## src/rtl/mulx8_pkg.sv

```systemverilog
package mulx8_pkg;

   typedef enum logic [1:0] {
      PH_IDLE  = 2'd0,
      PH_FIX_B = 2'd1,
      PH_FIX_A = 2'd2
   } mul_phase_e;

   localparam int unsigned STYLE_OPERATOR  = 0;
   localparam int unsigned STYLE_SHIFT_ADD = 1;

endpackage

```

## src/rtl/mulx8_array.sv

```systemverilog
module mulx8_array #(
   parameter int unsigned OPW   = 8,
   parameter int unsigned STYLE = 0,
   localparam int unsigned PW   = 2 * OPW
) (
   input  logic [OPW-1:0] mul_x,
   input  logic [OPW-1:0] mul_y,
   output logic [PW-1:0]  mul_p
);
   import mulx8_pkg::*;

   logic [PW-1:0] x_ext;
   assign x_ext = {{OPW{1'b0}}, mul_x};

   generate
      if (STYLE == STYLE_OPERATOR) begin : g_operator
         logic [PW-1:0] y_ext;
         assign y_ext = {{OPW{1'b0}}, mul_y};
         assign mul_p = x_ext * y_ext;
      end else begin : g_shift_add
         logic [PW-1:0] acc [OPW+1];
         assign acc[0] = '0;
         for (genvar i = 0; i < OPW; i++) begin : g_row
            assign acc[i+1] = acc[i] + (mul_y[i] ? (x_ext << i) : {PW{1'b0}});
         end
         assign mul_p = acc[OPW];
      end
   endgenerate

endmodule

```

## src/rtl/mulx8_seq.sv

```systemverilog
module mulx8_seq #(
   parameter bit SIGNED_SUPPORT = 1'b1
) (
   input  logic clk,
   input  logic rst_n,
   input  logic start,
   input  logic signed_mode,
   output logic accept,
   output logic fix_b,
   output logic fix_a,
   output logic busy,
   output logic done
);
   import mulx8_pkg::*;

   mul_phase_e phase;
   logic       want_signed;

   generate
      if (SIGNED_SUPPORT) begin : g_signed_on
         assign want_signed = signed_mode;
      end else begin : g_signed_off
         assign want_signed = signed_mode & 1'b0;
      end
   endgenerate

   assign busy   = (phase != PH_IDLE);
   assign accept = start && !busy;
   assign fix_b  = (phase == PH_FIX_B);
   assign fix_a  = (phase == PH_FIX_A);

   always_ff @(posedge clk or negedge rst_n) begin
      if (!rst_n) begin
         phase <= PH_IDLE;
         done  <= 1'b0;
      end else begin
         done <= (accept && !want_signed) || (phase == PH_FIX_A);
         unique case (phase)
            PH_IDLE:  phase <= (accept && want_signed) ? PH_FIX_B : PH_IDLE;
            PH_FIX_B: phase <= PH_FIX_A;
            PH_FIX_A: phase <= PH_IDLE;
            default:  phase <= PH_IDLE;
         endcase
      end
   end

   // a signed start leads into the busy correction phases
   assert_signed_enters_busy_R4: assert property (@(posedge clk) disable iff (!rst_n)
      accept && want_signed |=> busy);

   // the last correction always returns to idle, whatever start does
   assert_fix_a_returns_idle_R4: assert property (@(posedge clk) disable iff (!rst_n)
      fix_a |=> !busy);

   // done follows only an unsigned accept or the last correction
   assert_done_cause_R6: assert property (@(posedge clk) disable iff (!rst_n)
      $rose(done) |-> $past(fix_a) || $past(accept && !want_signed));

   // done stays a single pulse unless another unsigned start was accepted
   assert_done_single_R6: assert property (@(posedge clk) disable iff (!rst_n)
      done && !(accept && !want_signed) |=> !done);

   // busy is never set for longer than the two correction cycles
   assert_busy_bounded_R4: assert property (@(posedge clk) disable iff (!rst_n)
      fix_b |=> fix_a);

endmodule

```

## src/rtl/mulx8_prodreg.sv

```systemverilog
module mulx8_prodreg #(
   parameter int unsigned OPW = 8,
   localparam int unsigned PW = 2 * OPW
) (
   input  logic           clk,
   input  logic           rst_n,
   input  logic           load,
   input  logic [PW-1:0]  prod_in,
   input  logic           fix_b,
   input  logic           fix_a,
   input  logic [OPW-1:0] lat_a,
   input  logic [OPW-1:0] lat_b,
   input  logic           busy,
   input  logic           wr_hi,
   input  logic           wr_lo,
   input  logic [OPW-1:0] wr_data,
   output logic [OPW-1:0] reg_hi,
   output logic [OPW-1:0] reg_lo
);
   logic wr_ok;
   logic sign_a;
   logic sign_b;

   assign wr_ok  = !busy && !load;
   assign sign_a = lat_a[OPW-1];
   assign sign_b = lat_b[OPW-1];

   always_ff @(posedge clk or negedge rst_n) begin
      if (!rst_n) begin
         reg_hi <= '0;
      end else if (load) begin
         reg_hi <= prod_in[PW-1:OPW];
      end else if (fix_b) begin
         if (sign_b) reg_hi <= reg_hi - lat_a;
      end else if (fix_a) begin
         if (sign_a) reg_hi <= reg_hi - lat_b;
      end else if (wr_ok && wr_hi) begin
         reg_hi <= wr_data;
      end
   end

   always_ff @(posedge clk or negedge rst_n) begin
      if (!rst_n) begin
         reg_lo <= '0;
      end else if (load) begin
         reg_lo <= prod_in[OPW-1:0];
      end else if (wr_ok && wr_lo) begin
         reg_lo <= wr_data;
      end
   end

   // corrections leave the low byte untouched
   assert_lo_kept_R9: assert property (@(posedge clk) disable iff (!rst_n)
      (fix_a || fix_b) |=> reg_lo == $past(reg_lo));

   // second-operand sign removes the latched first operand from the high byte
   assert_fix_b_sub_R3: assert property (@(posedge clk) disable iff (!rst_n)
      fix_b && sign_b |=> reg_hi == OPW'($past(reg_hi) - $past(lat_a)));

   // a clear sign bit leaves the high byte as it was
   assert_fix_a_idle_R3: assert property (@(posedge clk) disable iff (!rst_n)
      fix_a && !sign_a |=> $stable(reg_hi));

   // writes during a correction do not reach the low byte
   assert_busy_no_write_R8: assert property (@(posedge clk) disable iff (!rst_n)
      busy && wr_lo |=> $stable(reg_lo));

   // an idle write lands in the high byte
   assert_idle_write_R7: assert property (@(posedge clk) disable iff (!rst_n)
      wr_ok && wr_hi |=> reg_hi == $past(wr_data));

endmodule

```

## src/rtl/mulx8_core.sv

```systemverilog
module mulx8_core #(
   parameter int unsigned OPW            = 8,
   parameter int unsigned ARRAY_STYLE    = 1,
   parameter bit          SIGNED_SUPPORT = 1'b1
) (
   input  logic           clk,
   input  logic           rst_n,
   input  logic           start,
   input  logic           signed_mode,
   input  logic [OPW-1:0] opa,
   input  logic [OPW-1:0] opb,
   input  logic           wr_hi,
   input  logic           wr_lo,
   input  logic [OPW-1:0] wr_data,
   output logic [OPW-1:0] prod_hi,
   output logic [OPW-1:0] prod_lo,
   output logic           busy,
   output logic           done
);
   localparam int unsigned PW = 2 * OPW;

   generate
      if (OPW < 2 || OPW > 32) begin : g_bad_width
         $error("mulx8_core: OPW must lie in 2..32");
      end
      if (ARRAY_STYLE > 1) begin : g_bad_style
         $error("mulx8_core: ARRAY_STYLE must be 0 or 1");
      end
   endgenerate

   logic           accept;
   logic           fix_b;
   logic           fix_a;
   logic [PW-1:0]  raw_prod;
   logic [OPW-1:0] lat_a;
   logic [OPW-1:0] lat_b;

   mulx8_seq #(
      .SIGNED_SUPPORT(SIGNED_SUPPORT)
   ) u_seq (
      .clk         (clk),
      .rst_n       (rst_n),
      .start       (start),
      .signed_mode (signed_mode),
      .accept      (accept),
      .fix_b       (fix_b),
      .fix_a       (fix_a),
      .busy        (busy),
      .done        (done)
   );

   mulx8_array #(
      .OPW   (OPW),
      .STYLE (ARRAY_STYLE)
   ) u_array (
      .mul_x (opa),
      .mul_y (opb),
      .mul_p (raw_prod)
   );

   always_ff @(posedge clk or negedge rst_n) begin
      if (!rst_n) begin
         lat_a <= '0;
         lat_b <= '0;
      end else if (accept) begin
         lat_a <= opa;
         lat_b <= opb;
      end
   end

   mulx8_prodreg #(
      .OPW(OPW)
   ) u_prod (
      .clk     (clk),
      .rst_n   (rst_n),
      .load    (accept),
      .prod_in (raw_prod),
      .fix_b   (fix_b),
      .fix_a   (fix_a),
      .lat_a   (lat_a),
      .lat_b   (lat_b),
      .busy    (busy),
      .wr_hi   (wr_hi),
      .wr_lo   (wr_lo),
      .wr_data (wr_data),
      .reg_hi  (prod_hi),
      .reg_lo  (prod_lo)
   );

   // captured operands hold still for the whole correction
   assert_operands_held_R5: assert property (@(posedge clk) disable iff (!rst_n)
      busy |=> $stable(lat_a) && $stable(lat_b));

   // an accepted start lands the array result in the product pair
   assert_load_product_R2: assert property (@(posedge clk) disable iff (!rst_n)
      accept |=> {prod_hi, prod_lo} == $past(raw_prod));

endmodule

```

## config.mk

```make
export PLATFORM = sky130hd
export DESIGN_NAME = mulx8_core
export DESIGN_NICKNAME = d
export VERILOG_FILES = /design/src/rtl/mulx8_pkg.sv /design/src/rtl/mulx8_array.sv /design/src/rtl/mulx8_seq.sv /design/src/rtl/mulx8_prodreg.sv /design/src/rtl/mulx8_core.sv
export SDC_FILE = /design/constraint.sdc
export NUM_CORES = 1
export LEC_CHECK = 0
export BUFFER_PORTS_ARGS = -buffer_cell sky130_fd_sc_hd__buf_2
export CORE_UTILIZATION = 55
export DETAILED_ROUTE_END_ITERATION = 10
export GPL_ROUTABILITY_DRIVEN = 0
export GPL_TIMING_DRIVEN = 1
export PLACE_DENSITY = 0.76
export SLEW_MARGIN = 20
export SYNTH_ARGS = -nofsm -noshare
export SYNTH_HDL_FRONTEND = slang
export SYNTH_SLANG_ARGS = --single-unit
export TNS_END_PERCENT = 30
```

## constraint.sdc

```tcl
create_clock -name clk -period 3.01 [get_ports clk]
set_input_delay 0.1505 -clock clk [delete_from_list [all_inputs] [get_ports clk]]
set_output_delay 0.1505 -clock clk [all_outputs]
set_load 0.01 [all_outputs]
```

==> results, run 1 <==
- The flow ran to the end, but the final reports show violations.
- The final reports fail on setup timing.
- Averaged over all synthesized cells, the footprint is about 9.0 um2.
- The largest net degree at the start of global routing is just under 50.
- The die is about 90 um wide.
- The clock tree synthesis step divided the H-tree into 2 levels.
- The final clock skew is 0.00732 ns.
- The kind of path behind the tightest hold check is in -> reg.
- In this run the register-to-register setup slack is around 0.48 ns.
- Relative to the synthesized area, the layout overhead comes to 20.5%.
- The data required time of the critical path is 3.21 ns.
- After detailed placement, the total cell area comes to 4880 um2.
- Dividing the detail-routed wire length by the instance count gives between 15 and 20 um.
- Headroom to the max-slew limit came out at 0.423.
- The remaining global-route overflow is 0.
- The count of standard-cell rows is 31.
- For this run, the total global-route usage over all layers was measured as 0.273.
- The die covers about 8200 um2.
- The startpoint type of the worst setup path is an input pin.
- The number of design rule violations left after detail routing is 0.
- By area the synthesized netlist is led by dfrtp_1 (20%), fa_1 (19%), ha_1 (14%).
- The start-to-end type of the worst setup path is in -> reg.
- Summed over all cells, the static leakage comes to approximately 2.6 nW.
- The tool flagged a number of max-cap violations equal to 0.
- Summing all flip-flop and latch instances after layout gives roughly 880 um2.
- Data arrives at the worst endpoint at 3.86 ns.
- The share of synthesized area in the top cell type comes to 0.203.
- The total area inside the core boundary comes to approximately 7400 um2.
- The share of the Yosys chip area taken by registers is 0.203.
- The count of final hold-check violations is 0.
- The detail route stage leaves a number of antenna-violating nets equal to 0.
- The fraction of layout instances using a drive strength above 1 is 0.244.
- For this run, the number of Yosys warnings is 0.
- The tree built by TritonCTS fans out to 35 sinks.
- The nature of the critical path endpoint is a flop.
- The first-iteration detailed-routing DRC count is roughly 240.
- The path with the worst hold slack has its endpoint at u_seq.done.
- The starting utilization of the core area is 0.581.
- The internal power contribution is 0.00213 W.
- The overall via count from detail_route is 3725.
- In the final layout, the multi-input gates occupy approximately 3200 um2.
- The commonest cells after synthesis are inv_1 (62), nand2_1 (59), ha_1 (49), and2_1 (46), fa_1 (40).
- In this design, the critical path's most frequently occurring cell is fa_1.
- In this run the critical register-to-register path is captured at u_prod.reg_hi[6].
- Of all flip-flops after synthesis, the portion carrying an async set or reset was 1.00.
- The detailed placer's ending HPWL is ~8400 um.
- The synthesis-stage register bit count is 35.
- The number of enable-type register cells in the synthesized netlist is 0.
- The cell depth of the worst min-delay path is 2.
- The number of antenna violations at the first check in global routing was 0.
- The tree is rooted in a clkbuf_8.
- Summed over all layers, the routed wires come to roughly 11000 um.
- Setup repair after global routing could not meet its margin everywhere.
- Before antenna repair, the detailed router went through 5 iterations.
- The floorplan step set the die height to 90.5 um.
- On the critical path, the stage with the largest delay is an instance of fa_1.
- The count of cell types in the netlist is 51.
- The number of global-route vias before repair is 3603.
- The net count of the mapped netlist is around 600.
- The cell taking the most area after synthesis is dfrtp_1.
- On the final layout, the worst hold slack is 0.0380 ns.
- 48 I/O pins were placed.
- TritonCTS built the clock tree.
- Counting along the longest clock path gives a buffer depth of 2.
- Setup violations remaining at the end of the flow were counted as 10.
- Dividing the final minimum period by the clock period gives 1.22.
- The cell count of the worst reg-to-reg path is 9.
- The first-pass GRT wire length is approximately 18000 um.
- The port buffer count is 47.
- The summed instance area of the synthesized netlist is 4310 um2.
- The net count of the finished layout is 679.
- The number of inserted diodes is 0.
- In the synthesized netlist, the number of instances is between 400 and 500.
- The detail-routed via count per cell is 5.64.
- In the post-route analysis, the smallest setup slack over all paths is -0.653 ns.
- The switching part of the total is 0.437.
- The clock-pin slew on the worst setup and hold paths is approximately 0.080 ns.
- The number of inserted filler cells in the final layout is 590.
- After routing the design area is 5190 um2.
- TritonCTS created 5 clock buffers.
- For this design the total switching power over the nets is about 0.0017 W.
- The most used flip-flop cell after synthesis is dfrtp_1.
- The number of pins exceeding their max-slew limit in the final report is 0.
- At the later pin of the worst-skew pair, clock insertion delay measures about 0.3 ns.
- The startpoint of the lowest-slack register-to-register path is u_prod.reg_hi[0].
- The transition at the pin with the smallest max-transition slack is 0.859 ns.
- The proportion of power drawn by combinational gates is 0.701.
- VDD sags by at most about 0.44 mV.
- Dividing total power by cell area gives a power density of between 700 and 800 nW/um2.
- The fmax is approximately 270 MHz.
- The dominant cell by count in the synthesized netlist is inv_1.
- For the finished layout, the period the worst path requires is about 3.7 ns.
- The clock network power share is 0.116.
- Along the worst path, the maximum fanout reaches 6.
- Traced cell by cell, the critical path runs through buf_8 > and2_4 > fa_1 > inv_2 > fa_1 > inv_2 > fa_1 > inv_1 > fa_1 > inv_2 > ha_4 > o21a_1 > a21boi_4 > o211ai_1 > o21bai_1 > a221oi_2 > a221oi_1.
- The proportion of power drawn by flip-flops and latches is 0.183.
- The startpoint of the most critical hold path is signed_mode.
- The worst stage delay on the critical path is 0.57 ns.
- The final core utilization is 0.700.
-- worst max-delay path, delay by kind of cell --
kind / cells / cell delay (ns)
fa+ha+maj: 5 / 2.31
simple gates: 1 / 0.15
compound gates: 6 / 0.97
buf+inv: 5 / 0.29
-- area by class of cell --
| cell class | count | area share |
|---|---|---|
| Clock buffer | 5 | 0.0133 |
| Clock inverter | 3 | 0.00844 |
| Inverter | 62 | 0.0449 |
| Multi-Input combinational cell | 368 | 0.626 |
| Sequential cell | 35 | 0.169 |
| Tap cell | 99 | 0.0239 |
| Timing Repair Buffer | 88 | 0.114 |
-- sequential cells by signal, summed over array words and instances (netlist names) --
name	flops
lat_b	8
u_seq.done	1
lat_a	8
u_prod.reg_lo	8
u_prod.reg_hi	8
u_seq.phase	2
-- cells in the final DEF (no fill, tap or decap), types with 4 or more instances in the layout --
cell type,instances
inv_1,56
nor2_1,13
clkbuf_8,5
dfrtp_1,35
xnor2_1,9
buf_6,4
nand2_1,57
xor2_1,4
mux2i_1,11
a211oi_1,6
o21ai_1,6
fa_2,4
ha_4,6
and2_4,5
buf_4,40
and3_1,4
buf_2,40
a21oi_1,16
o21ai_0,30
o21a_1,8
fa_1,36
inv_2,6
nand3_1,7
and2_1,41
ha_1,43
a21o_1,4
-- through the flow --
step / power (W) / setup WS, ns / setup TNS [ns] / std cells
floorplan: 0.00234 / -0.787 / -4.44 / 480
finish: 0.00378 / -0.653 / -3.90 / 660
CTS: 0.00362 / -0.712 / -4.48 / 660
global placement: 0.00301 / -0.981 / -7.60 / 650
detailed placement: 0.00309 / -1.11 / -8.46 / 650
global route: 0.00411 / -0.824 / -5.17 / 660
-- per-layer routing --
layer	global-route usage	wire, um	vias up
li1	-	-	1757
met1	0.376	4870	1833
met2	0.444	5340	115
met3	0.0396	510	20
met4	0.0806	245	0
met5	0	0	-
-- worst max path at each step --
stage	to	slack [ns]	startpoint
after floorplan	u_prod.reg_hi[7]	-0.79	opa[7]
after global placement	u_prod.reg_hi[7]	-0.98	opb[5]
after detailed placement	u_prod.reg_hi[7]	-1.11	opb[5]
after CTS	u_prod.reg_hi[7]	-0.71	opa[6]
after global routing	u_prod.reg_hi[7]	-0.82	opa[4]
final	u_prod.reg_hi[7]	-0.65	opa[4]
-- kinds of logic after synthesis --
group / share of synthesized area
DFF: 0.203
xor gates and xnor gates: 0.0285
adders and majority gates: 0.328
buffers and inverters: 0.0782
and+or+nand+nor: 0.180
AOI/OAI and AO/OA: 0.149
muxes: 0.0317
-- power groups by stage --
stage / registers, W / logic, W / clock network, W
global route: 0.000704 / 0.00295 / 0.000461
detailed placement: 0.000693 / 0.00240 / 0
CTS: 0.000689 / 0.00249 / 0.000440
finish: 0.000692 / 0.00265 / 0.000438
global placement: 0.000692 / 0.00232 / 0
floorplan: 0.000708 / 0.00163 / 0
-- repair_timing --
item | 4_1_cts | 5_1_grt
hold endpoints to repair | 35 | 0
hold buffers | 1 | 0
setup buffers | 1 | 0
endpoints found under the setup margin | 10 | 10
pin swaps | 19 | 15
resized for setup | 21 | 28
No activity file was read; power rests on OpenSTA's default activity.
==> run 2, diff against run 1 <==
ABC_AREA = 1   (was default)
PLACE_DENSITY = 0.75   (was 0.76)
==> run 2 against run 1 <==
Net effect:
- the flow still finishes with violations (setup timing)
- global-route usage up 0.80 points
- die area up 4.1%
- clock skew up 0.00094 ns
- cell count up 22%
- critical path depth up 6
- area after synthesis up 4.2%
- design area up 6.5%
- critical endpoint unchanged
- largest cell class unchanged
==> results, run 2 <==
- The run finished, with violations left.
- The checks that failed: setup timing.
- The area share of the largest cell type after synthesis is 0.195.
- After floorplanning, the core was sized to cover 7810 um2.
- Of the total synthesized cell area, the portion taken by full adders, half adders and majority gates is 0.315.
- The max-capacitance violation count is 0.
- The count of standard-cell rows is 32.
- The maximum vdd ir drop is 0.364 mV.
- The cell area that synthesis handed to floorplanning was around 4500 um2.
- The number of nets handed over by synthesis was about 750.
- Setup repair after global routing could not meet its margin everywhere.
- For this design the static power due to leakage is ~3.2 nW.
- Compared with the post-synthesis result, the final layout area differs by 23.2%.
- The most used flip-flop cell after synthesis is dfrtp_1.
- After clock tree synthesis, the clock-pin slew on the worst setup and hold paths is roughly 0.080 ns.
- The cell count after placement is ~800.
- The library cells used most frequently in the layout, excluding fill and tap cells, are nand2_1 (166), inv_1 (127), ha_1 (41).
- The maximum fanout along the worst path is 6.
- The initial utilization of the core area, before any placement, comes to 0.575.
- The routed design has 11500 um of wire.
- The clock tree root driver cell is clkbuf_8.
- The number of ports placed on the die boundary is 48.
- The die footprint is 8520 um2.
- Hold is met by around 0.064 ns.
- In this run the vertical extent of the chip is 92.3 um.
- Timing would allow up to slightly below 300 MHz.
- The instance count of the mapped netlist is 633.
- The proportion of register bits with asynchronous set or reset after synthesis is 1.00.
- In the post-route analysis, the smallest setup slack over all paths is -0.348 ns.
- At the worst endpoint, the arrival time is 3.58 ns.
- The total setup violations reported at the end of the flow is 9.
- Among all cell types in the netlist, the one instantiated most often is nand2_1.
- The compound-cell area share of the yosys netlist is 0.0909.
- Clock latency on the worst-skew pair, taken at its later pin, is around 0.29 ns.
- The clock buffer count from CTS is 5.
- The worst slew margin relative to its limit is 0.476.
- The port buffer count is 47.
- The number of antenna diodes in the final layout is 0.
- The signal on the critical path passes through buf_12 > nand2_2 > inv_2 > fa_1 > inv_2 > fa_1 > inv_1 > fa_1 > inv_1 > fa_1 > inv_2 > ha_4 > nand2_4 > inv_2 > nand2_2 > nand2_1 > nand2_1 > nand3_1 > nand2_1 > nand3_1 > nand2_1 > inv_1 > a21oi_2.
- The detail-routed via count per cell is 5.17.
- The number of antenna violations at the first check in global routing is 0.
- On the critical path, the stage with the largest delay is an instance of fa_1.
- CTS saw 35 sinks.
- The combinational family with the most area after synthesis is adder cells.
- The shortest clock period the worst path allows after layout is ~3.4 ns.
- The count of final hold-check violations is 0.
- The number of global-route vias before repair is about 4200.
- For this run, the register share of the synthesized area comes to 0.195.
- The H-tree was split into 2 levels.
- Of the total synthesized cell area, the portion taken by AND, OR, NAND and NOR gates is 0.240.
- Averaged over all synthesized cells, the footprint is ~7.1 um2.
- Ranked by total cell area, the synthesized netlist is headed by dfrtp_1 (20%), fa_1 (18%), nand2_1 (15%).
- The number of cells in the finished layout apart from fillers is just over 800.
- The synthesized design contains 0 enable-type register cells.
- In the synthesized netlist, the cells that appear most often are nand2_1 (175), inv_1 (136), ha_1 (49), a21oi_1 (40), fa_1 (40).
- The transition at the pin with the smallest max-transition slack is approximately 0.8 ns.
- The number of inserted filler cells in the final layout is 662.
- The kind of path behind the tightest hold check is in -> reg.
- Of the total synthesized cell area, the portion taken by XOR and XNOR cells is 0.0176.
- At the end of the flow the core is filled with cells to 0.708.
- The die extent in x is around 92 um.
- The cell taking the most area after synthesis is dfrtp_1.
- After the last flow step, the layout net total stands at slightly above 800.
- The maximum count of clock buffers along a single path is 2.
- For this run, design rule violations remaining after detail routing come to 0.
- The detailed placer's ending HPWL is 9110 um.
- The worst slack at placement is -0.783 ns.
- The post-synthesis mux area share is 0.00446.
- Synthesis inferred 35 register bits.
- The fraction of layout instances using a drive strength above 1 is 0.217.
- The final critical-path share of the clock period is 1.12.
- For this run, the total global-route usage over all layers was measured as 0.281.
- Leaving out fill and tap cells, the most frequent cell in the layout is nand2_1.
- The detail route stage leaves a number of antenna-violating nets equal to 0.
- STA classifies the critical path endpoint as a flop.
- Synthesis instantiated 34 different standard cells from the library.
- The number of pins exceeding their max-slew limit in the final report is 0.
- The first global-routing pass estimated 18800 um of wire.
- By startpoint and endpoint, the worst setup path is classified as in -> reg.
- The remaining global-route overflow is 0.
- STA puts the critical path data required time at 3.23 ns.
- Yosys printed 0 warnings.
- The worst stage delay on the critical path is ~0.54 ns.
- TritonCTS built the clock tree.
- Entering global routing, the biggest net connects 41 pins.
- The detailed router finished its first iteration with around 200 violations.
- Dividing total power by cell area gives a power density of roughly 730 nW/um2.
- The routed wirelength normalized by instance count is roughly 14 um.
- The worst setup path is launched from an input pin.
- The final clock skew is slightly above 0.008 ns.
- The number of iterations in the first detailed-routing pass is 4.
- The detailed router placed ~4200 vias in this run.
## run 2: kinds of logic (layout without fill, tap and decap cells)
logic type,Yosys count,after routing
simple gates,261,261
buf+inv,162,233
fa+ha+maj,89,89
compound gates,75,75
flops,35,35
xor+xnor,9,9
mux,2,2
## run 2: repair_timing
item | CTS | global route
cloned | 0 | 0
setup buffers | 1 | 0
hold buffers | 1 | 0
hold endpoints to repair | 35 | 0
pin swaps | 34 | 23
resized for setup | 48 | 28
setup endpoints to repair | 10 | 10
## run 2: final cells by class
type / instances / area [um2] / area share
tap: 102 / 128 / 0.0231
inverter: 138 / 520 / 0.0942
sequential: 35 / 876 / 0.158
clock inverter: 2 / 35.0 / 0.00634
multi-input combinational: 436 / 3250 / 0.589
clock buffer: 6 / 82.6 / 0.0149
timing repair buffer: 87 / 631 / 0.114
## run 2: per-stage QoR
stage	setup TNS (ns)	total power [W]	instance area (um2)
3_5_place_dp	-6.66	0.00312	5090
4_1_cts	-2.43	0.00382	5410
5_1_grt	-3.62	0.00443	5530
2_1_floorplan	-4.19	0.00245	4600
3_3_place_gp	-5.78	0.00304	5090
6_report	-2.50	0.00405	5530
## run 2: where the power goes
| part | switching [W] | internal [W] |
|---|---|---|
| clock network | 0.000175 | 0.000268 |
| registers | 0.0000946 | 0.000583 |
| logic | 0.00167 | 0.00126 |
| total | 0.00194 | 0.00211 |
## run 2: path summary, 6_finish.rpt
check	from	to	slack (ns)	cells after the start
worst max-delay path	opa[3]	u_prod.reg_hi[7]	-0.35	23
worst min-delay path	signed_mode	u_seq.done	0.06	2
worst max register to register	u_prod.reg_hi[0]	u_prod.reg_hi[4]	0.97	13
worst min register to register	lat_a[0]	lat_a[0]	0.50	2
max in group asynchronous	rst_n	lat_a[2]	2.03	2
min in group asynchronous	rst_n	lat_b[5]	0.47	2
## run 2: per-layer routing
layer	GRT usage	share of wire	vias up
met2	0.510	0.52	115
met3	0.0189	0.042	25
met4	0.0951	0.025	0
met1	0.351	0.42	1958
li1	-	-	2066
met5	0	0	-
## run 2: critical path, delay by kind of cell
kind	cells	cell delay [ns]
adder cells (fa/ha/maj)	5	2.21
AO/OA/AOI/OAI	1	0.11
AND/OR/NAND/NOR	9	0.67
buffers and inverters	8	0.44
